[src/rtl/rgbpwm_pkg.sv]
package rgbpwm_pkg;
  localparam int DEF_CHANNELS  = 3;
  localparam int DEF_DUTY_W    = 8;
  localparam int DEF_IDLE      = 50000;  // 500 us at a 100 MHz system clock
  localparam int DEF_SYNC_DEPTH = 2;

  function automatic int frame_bits(input int channels, input int duty_w);
    return channels * duty_w;
  endfunction
endpackage

[src/rtl/sig_sync.sv]
module sig_sync #(
  parameter int DEPTH = 2
) (
  input  logic clk,
  input  logic rst,
  input  logic d,
  output logic q
);
  logic [DEPTH-1:0] stage;

  genvar g;
  generate
    for (g = 0; g < DEPTH; g++) begin : g_stage
      if (g == 0) begin : g_first
        always_ff @(posedge clk) begin
          if (rst) stage[0] <= 1'b0;
          else     stage[0] <= d;
        end
      end else begin : g_next
        always_ff @(posedge clk) begin
          if (rst) stage[g] <= 1'b0;
          else     stage[g] <= stage[g-1];
        end
      end
    end
  endgenerate

  assign q = stage[DEPTH-1];
endmodule

[src/rtl/frame_rx.sv]
module frame_rx #(
  parameter int CHANNELS    = 3,
  parameter int DUTY_W      = 8,
  parameter int IDLE_CYCLES = 50000
) (
  input  logic                         clk,
  input  logic                         rst,
  input  logic                         sclk_s,
  input  logic                         sdat_s,
  output logic [CHANNELS*DUTY_W-1:0]   duty_flat,
  output logic                         fwd_clk_o,
  output logic                         fwd_dat_o,
  output logic                         commit_o
);
  localparam int FRAME  = rgbpwm_pkg::frame_bits(CHANNELS, DUTY_W);
  localparam int CNT_W  = $clog2(FRAME + 1);
  localparam int IDLE_W = $clog2(IDLE_CYCLES + 1);
  localparam logic [CNT_W-1:0]  FULL_CNT  = CNT_W'(FRAME);
  localparam logic [IDLE_W-1:0] IDLE_LAST = IDLE_W'(IDLE_CYCLES - 1);
  localparam logic [IDLE_W-1:0] IDLE_SAT  = IDLE_W'(IDLE_CYCLES);

  logic              sclk_q;
  logic              rise, fall, full, idle_fire;
  logic [CNT_W-1:0]  bit_cnt;
  logic [FRAME-1:0]  shreg;
  logic [IDLE_W-1:0] idle_cnt;
  logic              fwd_hi;

  assign rise      = sclk_s & ~sclk_q;
  assign fall      = ~sclk_s & sclk_q;
  assign full      = (bit_cnt == FULL_CNT);
  assign idle_fire = ~sclk_s & (idle_cnt == IDLE_LAST);

  // Edge history and idle timer
  always_ff @(posedge clk) begin
    if (rst) begin
      sclk_q   <= 1'b0;
      idle_cnt <= '0;
    end else begin
      sclk_q <= sclk_s;
      if (sclk_s)                  idle_cnt <= '0;
      else if (idle_cnt != IDLE_SAT) idle_cnt <= idle_cnt + 1'b1;
    end
  end

  // Capture, forwarding and commit
  always_ff @(posedge clk) begin
    if (rst) begin
      bit_cnt   <= '0;
      shreg     <= '0;
      duty_flat <= '0;
      fwd_hi    <= 1'b0;
      fwd_dat_o <= 1'b0;
      fwd_clk_o <= 1'b0;
      commit_o  <= 1'b0;
    end else begin
      commit_o  <= 1'b0;
      fwd_clk_o <= fwd_hi;
      if (rise) begin
        if (!full) begin
          shreg   <= {shreg[FRAME-2:0], sdat_s};
          bit_cnt <= bit_cnt + 1'b1;
        end else begin
          fwd_dat_o <= sdat_s;
          fwd_hi    <= 1'b1;
        end
      end
      if (fall) fwd_hi <= 1'b0;
      if (idle_fire) begin
        if (full) duty_flat <= shreg;
        bit_cnt   <= '0;
        fwd_dat_o <= 1'b0;
        commit_o  <= 1'b1;
      end
    end
  end

  p_cnt_bound_r7: assert property (@(posedge clk) disable iff (rst)
    bit_cnt <= FULL_CNT);
  p_fwd_only_full_r5: assert property (@(posedge clk) disable iff (rst)
    fwd_clk_o |-> full);
  p_fwd_dat_hold_r4: assert property (@(posedge clk) disable iff (rst)
    fwd_clk_o |-> $stable(fwd_dat_o));
  p_duty_on_commit_r6: assert property (@(posedge clk) disable iff (rst)
    !$stable(duty_flat) |-> commit_o);
  p_restart_r10: assert property (@(posedge clk) disable iff (rst)
    commit_o |-> (bit_cnt == '0) && !sclk_s);
endmodule

[src/rtl/pwm_chan.sv]
module pwm_chan #(
  parameter int DUTY_W = 8
) (
  input  logic              clk,
  input  logic              rst,
  input  logic [DUTY_W-1:0] tick,
  input  logic [DUTY_W-1:0] duty,
  output logic              pwm_o
);
  always_ff @(posedge clk) begin
    if (rst) pwm_o <= 1'b0;
    else     pwm_o <= (tick < duty);
  end

  p_zero_off_r3: assert property (@(posedge clk) disable iff (rst)
    (duty == '0) |=> !pwm_o);
endmodule

[src/rtl/chain_rgb_pwm.sv]
module chain_rgb_pwm #(
  parameter int CHANNELS    = rgbpwm_pkg::DEF_CHANNELS,
  parameter int DUTY_W      = rgbpwm_pkg::DEF_DUTY_W,
  parameter int IDLE_CYCLES = rgbpwm_pkg::DEF_IDLE,
  parameter int SYNC_DEPTH  = rgbpwm_pkg::DEF_SYNC_DEPTH
) (
  input  logic                clk,
  input  logic                rst,
  input  logic                ser_clk_i,
  input  logic                ser_dat_i,
  output logic                fwd_clk_o,
  output logic                fwd_dat_o,
  output logic [CHANNELS-1:0] pwm_o
);
  logic                       sclk_s, sdat_s, commit;
  logic [CHANNELS*DUTY_W-1:0] duty_flat;
  logic [DUTY_W-1:0]          tick;

  sig_sync #(.DEPTH(SYNC_DEPTH)) i_sync_clk (
    .clk(clk), .rst(rst), .d(ser_clk_i), .q(sclk_s));
  sig_sync #(.DEPTH(SYNC_DEPTH)) i_sync_dat (
    .clk(clk), .rst(rst), .d(ser_dat_i), .q(sdat_s));

  frame_rx #(.CHANNELS(CHANNELS), .DUTY_W(DUTY_W), .IDLE_CYCLES(IDLE_CYCLES)) i_rx (
    .clk(clk), .rst(rst), .sclk_s(sclk_s), .sdat_s(sdat_s),
    .duty_flat(duty_flat), .fwd_clk_o(fwd_clk_o), .fwd_dat_o(fwd_dat_o),
    .commit_o(commit));

  // Shared free-running PWM timebase
  always_ff @(posedge clk) begin
    if (rst) tick <= '0;
    else     tick <= tick + 1'b1;
  end

  genvar k;
  generate
    for (k = 0; k < CHANNELS; k++) begin : g_chan
      pwm_chan #(.DUTY_W(DUTY_W)) i_chan (
        .clk(clk), .rst(rst), .tick(tick),
        .duty(duty_flat[k*DUTY_W +: DUTY_W]), .pwm_o(pwm_o[k]));
    end
  endgenerate

  p_quiet_after_commit_r8: assert property (@(posedge clk) disable iff (rst)
    commit |=> !fwd_clk_o);
endmodule

[config.mk]
export PLATFORM = sky130hd
export DESIGN_NAME = chain_rgb_pwm
export DESIGN_NICKNAME = d
export VERILOG_FILES = /design/src/rtl/rgbpwm_pkg.sv /design/src/rtl/sig_sync.sv /design/src/rtl/frame_rx.sv /design/src/rtl/pwm_chan.sv /design/src/rtl/chain_rgb_pwm.sv
export SDC_FILE = /design/constraint.sdc
export NUM_CORES = 1
export LEC_CHECK = 0
export BUFFER_PORTS_ARGS = -buffer_cell sky130_fd_sc_hd__buf_2
export CAP_MARGIN = 30
export CORE_ASPECT_RATIO = 0.7
export CORE_MARGIN = 2
export CORE_UTILIZATION = 62
export DETAILED_ROUTE_END_ITERATION = 8
export GPL_ROUTABILITY_DRIVEN = 0
export PLACE_DENSITY = 0.84
export SETUP_SLACK_MARGIN = 0.1
export SLEW_MARGIN = 20
export SYNTH_ARGS = -nofsm -noshare
export SYNTH_HDL_FRONTEND = slang
export SYNTH_HIERARCHICAL = 1
export SYNTH_SLANG_ARGS = --single-unit
[constraint.sdc]
create_clock -name clk -period 1.94 [get_ports clk]
set_input_delay 0.291 -clock clk [delete_from_list [all_inputs] [get_ports clk]]
set_output_delay 0.291 -clock clk [all_outputs]
set_load 0.03 [all_outputs]
-- Yosys cells after proc, flatten, opt, wreduce, memory -nomap -nowiden
Index checks and enable logic that the tools add are counted.
- add/subtract/negate cells: 3
- equality and inequality tests: 3
- magnitude comparators: 3
- reductions and logical operators: 6
- bitwise logic cells: 6
- operators with widths (kind ; number):
    < comparator 8 bit ; 3
    adder 16 x 1 -> 16 bit, second input constant ; 1
    equality test 16 bit, second input constant ; 1
    inequality test 16 bit, second input constant ; 1
    adder 8 x 1 -> 8 bit, second input constant ; 1
    AND reduction 2 bit ; 3
    OR reduction 2 bit ; 3
    adder 5 x 1 -> 5 bit, second input constant ; 1
    equality test 5 bit, second input constant ; 1
    AND 1 bit ; 3
    inverter 1 bit ; 3
- word-level logic and storage cells: 37
- input bits: 4
- register bits after elaboration: 88

-- Logic depth before layout (Yosys ltp)
- word-level depth: 3
- gate-level depth with buffers: 8
- mapped depth without buffers: 6

-- By module
The synthesis kept the hierarchy.
- modules (own cells, without submodules) (module ; cells an instance ; instances ; area each (um2)):
    frame_rx ; 357 ; 1 ; 3012.9
    pwm_chan ; 26 ; 3 ; 201.4
    chain_rgb_pwm ; 33 ; 1 ; 304.0
    sig_sync ; 4 ; 2 ; 52.6

-- Worst setup path after synthesis
No wires, ideal clock.
- path type: reg-to-reg
- from: reg i_rx.bit_cnt[0]
- to: reg i_rx.duty_flat[13]
- stages on the path, launching flop included: 9
- setup slack: 0.394 ns
- clock period less this slack: 1.546 ns
- arrival: 1.475 ns
- cell sequence: dfxtp_1 inv_1 ha_1 and4b_1 buf_6 nand4_2 clkbuf_1 o21ai_0 a21oi_1
- cells in the longest elaborated chain, start to end: 2
- ends and longest elaborated chain (what ; RTL line ; text):
    start, declared ; frame_rx.sv:24 ; logic [CNT_W-1:0] bit_cnt;
    start signal, assigned ; frame_rx.sv:62 ; bit_cnt <= bit_cnt + 1'b1;
    equality test 5 bit ; frame_rx.sv:31 ; assign full = (bit_cnt == FULL_CNT);
    AND reduction 2 bit (no source line) ; - ;
    end signal, assigned ; frame_rx.sv:70 ; if (full) duty_flat <= shreg;
    end, declared ; frame_rx.sv:10 ; output logic [CHANNELS*DUTY_W-1:0] duty_flat,
No other way between the ends.
A chain may end at the register's enable or synchronous reset.

-- Final worst setup path
- from: reg i_rx.bit_cnt[0]
- to: reg i_rx.duty_flat[4]
Same word-level chain as after synthesis.

==> metrics <==
switch share=0.232; Setup TNS=0 ps; clk_lat worst skew=360 ps; period utilisation layout=0.881; DR WL/cell=around 15 microns; Max-Cap Viols=0; # fillers=around 500; clock root buffer=clkbuf_8; actual slew at the worst max-slew pin=slightly above 400 ps; post-CTS setup buffers=0; core area=between 0.006 and 0.007 sq mm; CTS sink cnt=88; Avg Synthesized Cell Area=roughly 8.5 sq um; pwr/cell area=between 700 and 800 mW/mm^2; Starting Density=0.640; flop2flop setup slack=230 ps; worst endpoint required time=about 2200 ps; largest net degree at the start of global routing=around 50; antenna violations before repair=0; crit path launch=i_rx/bit_cnt[0]; Clock Power Share=0.412; Detailed Route WL=slightly above 8000 microns; Rel. slew slack=0.727; CTS H-Tree Depth=3; Mapped Area=about 0.0040 sq mm; vias in the first global route=between 3,000 and 4,000; depth of the worst register-to-register path=8; fmax=slightly below 0.6 GHz; Hold Vio Cnt, Final=0; Die Width=100 microns; placed cells=between 500 and 600; critical path class=reg -> reg; RR Endpoint=i_rx/duty_flat[4]; Mapped Nets=around 500; Worst setup endpoint=i_rx/duty_flat[4]; DP HPWL=between 5000 and 6000 microns; initial drt markers=219; CTS max path bufs=2; first-pass GRT wire length=roughly 14,000 microns; Row Count=24; VDD IR-drop max=slightly below 0.0005 V; Setup Skew=between 5 and 6 ps; layout cells sized above 1=0.110; die area=between 0.007 and 0.008 sq mm; CP Capture Type=register; Post-DRT Antenna Nets=0; vias per cell=5.96; synthesis warning total=6; DR pass1 iterations=5; Psw=roughly 800 uW; Clk pin slew, worst setup/hold paths=about 90 ps; Final Instance Count excl. Fillers=approximately 560; diode count=0; die extent in y=a little over 70 microns; reg2reg start=i_rx/bit_cnt[0]; LEAKAGE=1.54 nW; Crit path arrival time=slightly below 2000 ps; max-slew violation count=0; GRT overflow=0; Net count, final=between 500 and 600; maximum fanout along the worst path=24; CTS tree=yes; via count=3,327; outcome=completed; Port Buf Inserts=8; drc violations=0; Sequential Power Share=0.540; area grow syn2layout=8.82%; Tmin final=1710 ps; GR Util All Layers=0.247; unrepaired setup endpoints after global routing=no; CTS Buf Count=9; Cell Int Power=approximately 2.6 mW; setup violators final=0; I/O pin cnt=9; logic gate share of total power=0.047; type of the most critical hold path=in -> reg; Total Power=3.43 mW; Synth Instances=approximately 470; critical path startpoint category=register
[final cells by class]
class / count / area (sq um) / area share
Sequential cell: 88 / 1770 / 0.406
Timing Repair Buffer: 21 / 183 / 0.0420
Inverter: 29 / 109 / 0.0250
Clock inverter: 7 / 100 / 0.0230
Multi-Input combinational cell: 326 / 1970 / 0.453
Tap cell: 78 / 97.6 / 0.0224
Clock buffer: 9 / 124 / 0.0285
[sequential cells by signal, indices dropped and copies added (netlist names)]
register	flops
i_rx/duty_flat	24
i_rx/shreg	24
i_rx/idle_cnt	16
tick	8
i_rx/bit_cnt	5
g_chan.i_chan/pwm_o	3
i_rx/fwd_clk_o	1
i_rx/fwd_dat_o	1
i_rx/fwd_hi	1
i_rx/sclk_q	1
i_sync_clk/q	1
i_sync_clk/stage	1
i_sync_dat/q	1
i_sync_dat/stage	1
[stage by stage]
step	util	hold WS [ps]	setup slack, ps	area [sq um]
2_1_floorplan	-	363	394	4000
3_3_place_gp	0.658	421	287	4110
3_5_place_dp	0.658	428	223	4110
4_1_cts	0.694	112	135	4330
5_1_grt	0.697	154	106	4350
6_report	0.697	135	231	4350
[layer usage]
metal / up-vias / part of all wire / track usage
met5: - / 0 / 0
met4: 0 / 0.015 / 0.0715
met3: 17 / 0.054 / 0.0820
met2: 96 / 0.44 / 0.390
met1: 1571 / 0.49 / 0.325
li1: 1643 / - / -
[timing repair]
item	in CTS	in global routing
hold buffers	0	0
setup endpoints to repair	0	31
resized for setup	0	10
[how the worst min path moves through the flow]
stage | start | end | cells after the start
6_report | ser_clk_i | i_sync_clk/stage[0] | 2
2_1_floorplan | rst | i_sync_clk/q | 1
5_1_grt | ser_dat_i | i_sync_dat/stage[0] | 2
3_5_place_dp | i_sync_clk/stage[0] | i_sync_clk/q | 1
4_1_cts | ser_clk_i | i_sync_clk/stage[0] | 2
3_3_place_gp | i_sync_dat/stage[0] | i_sync_dat/q | 1
[worst max-delay path, cell delays in order (launching register included)]
cell	delay [ps]
dfxtp_2	350
inv_1	60
ha_1	150
and4b_2	290
buf_4	150
nand4_2	100
buf_6	190
o21ai_0	200
a21oi_1	100
[cell usage in the layout, fill, tap and decap left out, types with 7 or more instances in the layout]
cell / n
a21oi_1: 58
buf_2: 8
buf_4: 8
clkbuf_8: 9
dfxtp_1: 85
ha_1: 26
inv_1: 29
nand2_1: 59
nand3_1: 9
nand4_1: 35
nor2_1: 31
nor2b_1: 11
o21ai_0: 30
o21ai_1: 7
xnor2_1: 10
xor2_1: 8
[power by group through the flow]
stage,combinational (mW),clock (mW),sequential (mW)
final,0.163,1.41,1.85
after floorplan,0.104,0,1.90
after global placement,0.152,0,1.89
after global routing,0.183,1.52,1.86
after detailed placement,0.159,0,1.89
after CTS,0.161,1.45,1.85
Note: power is estimated with default switching activity, not from simulation.
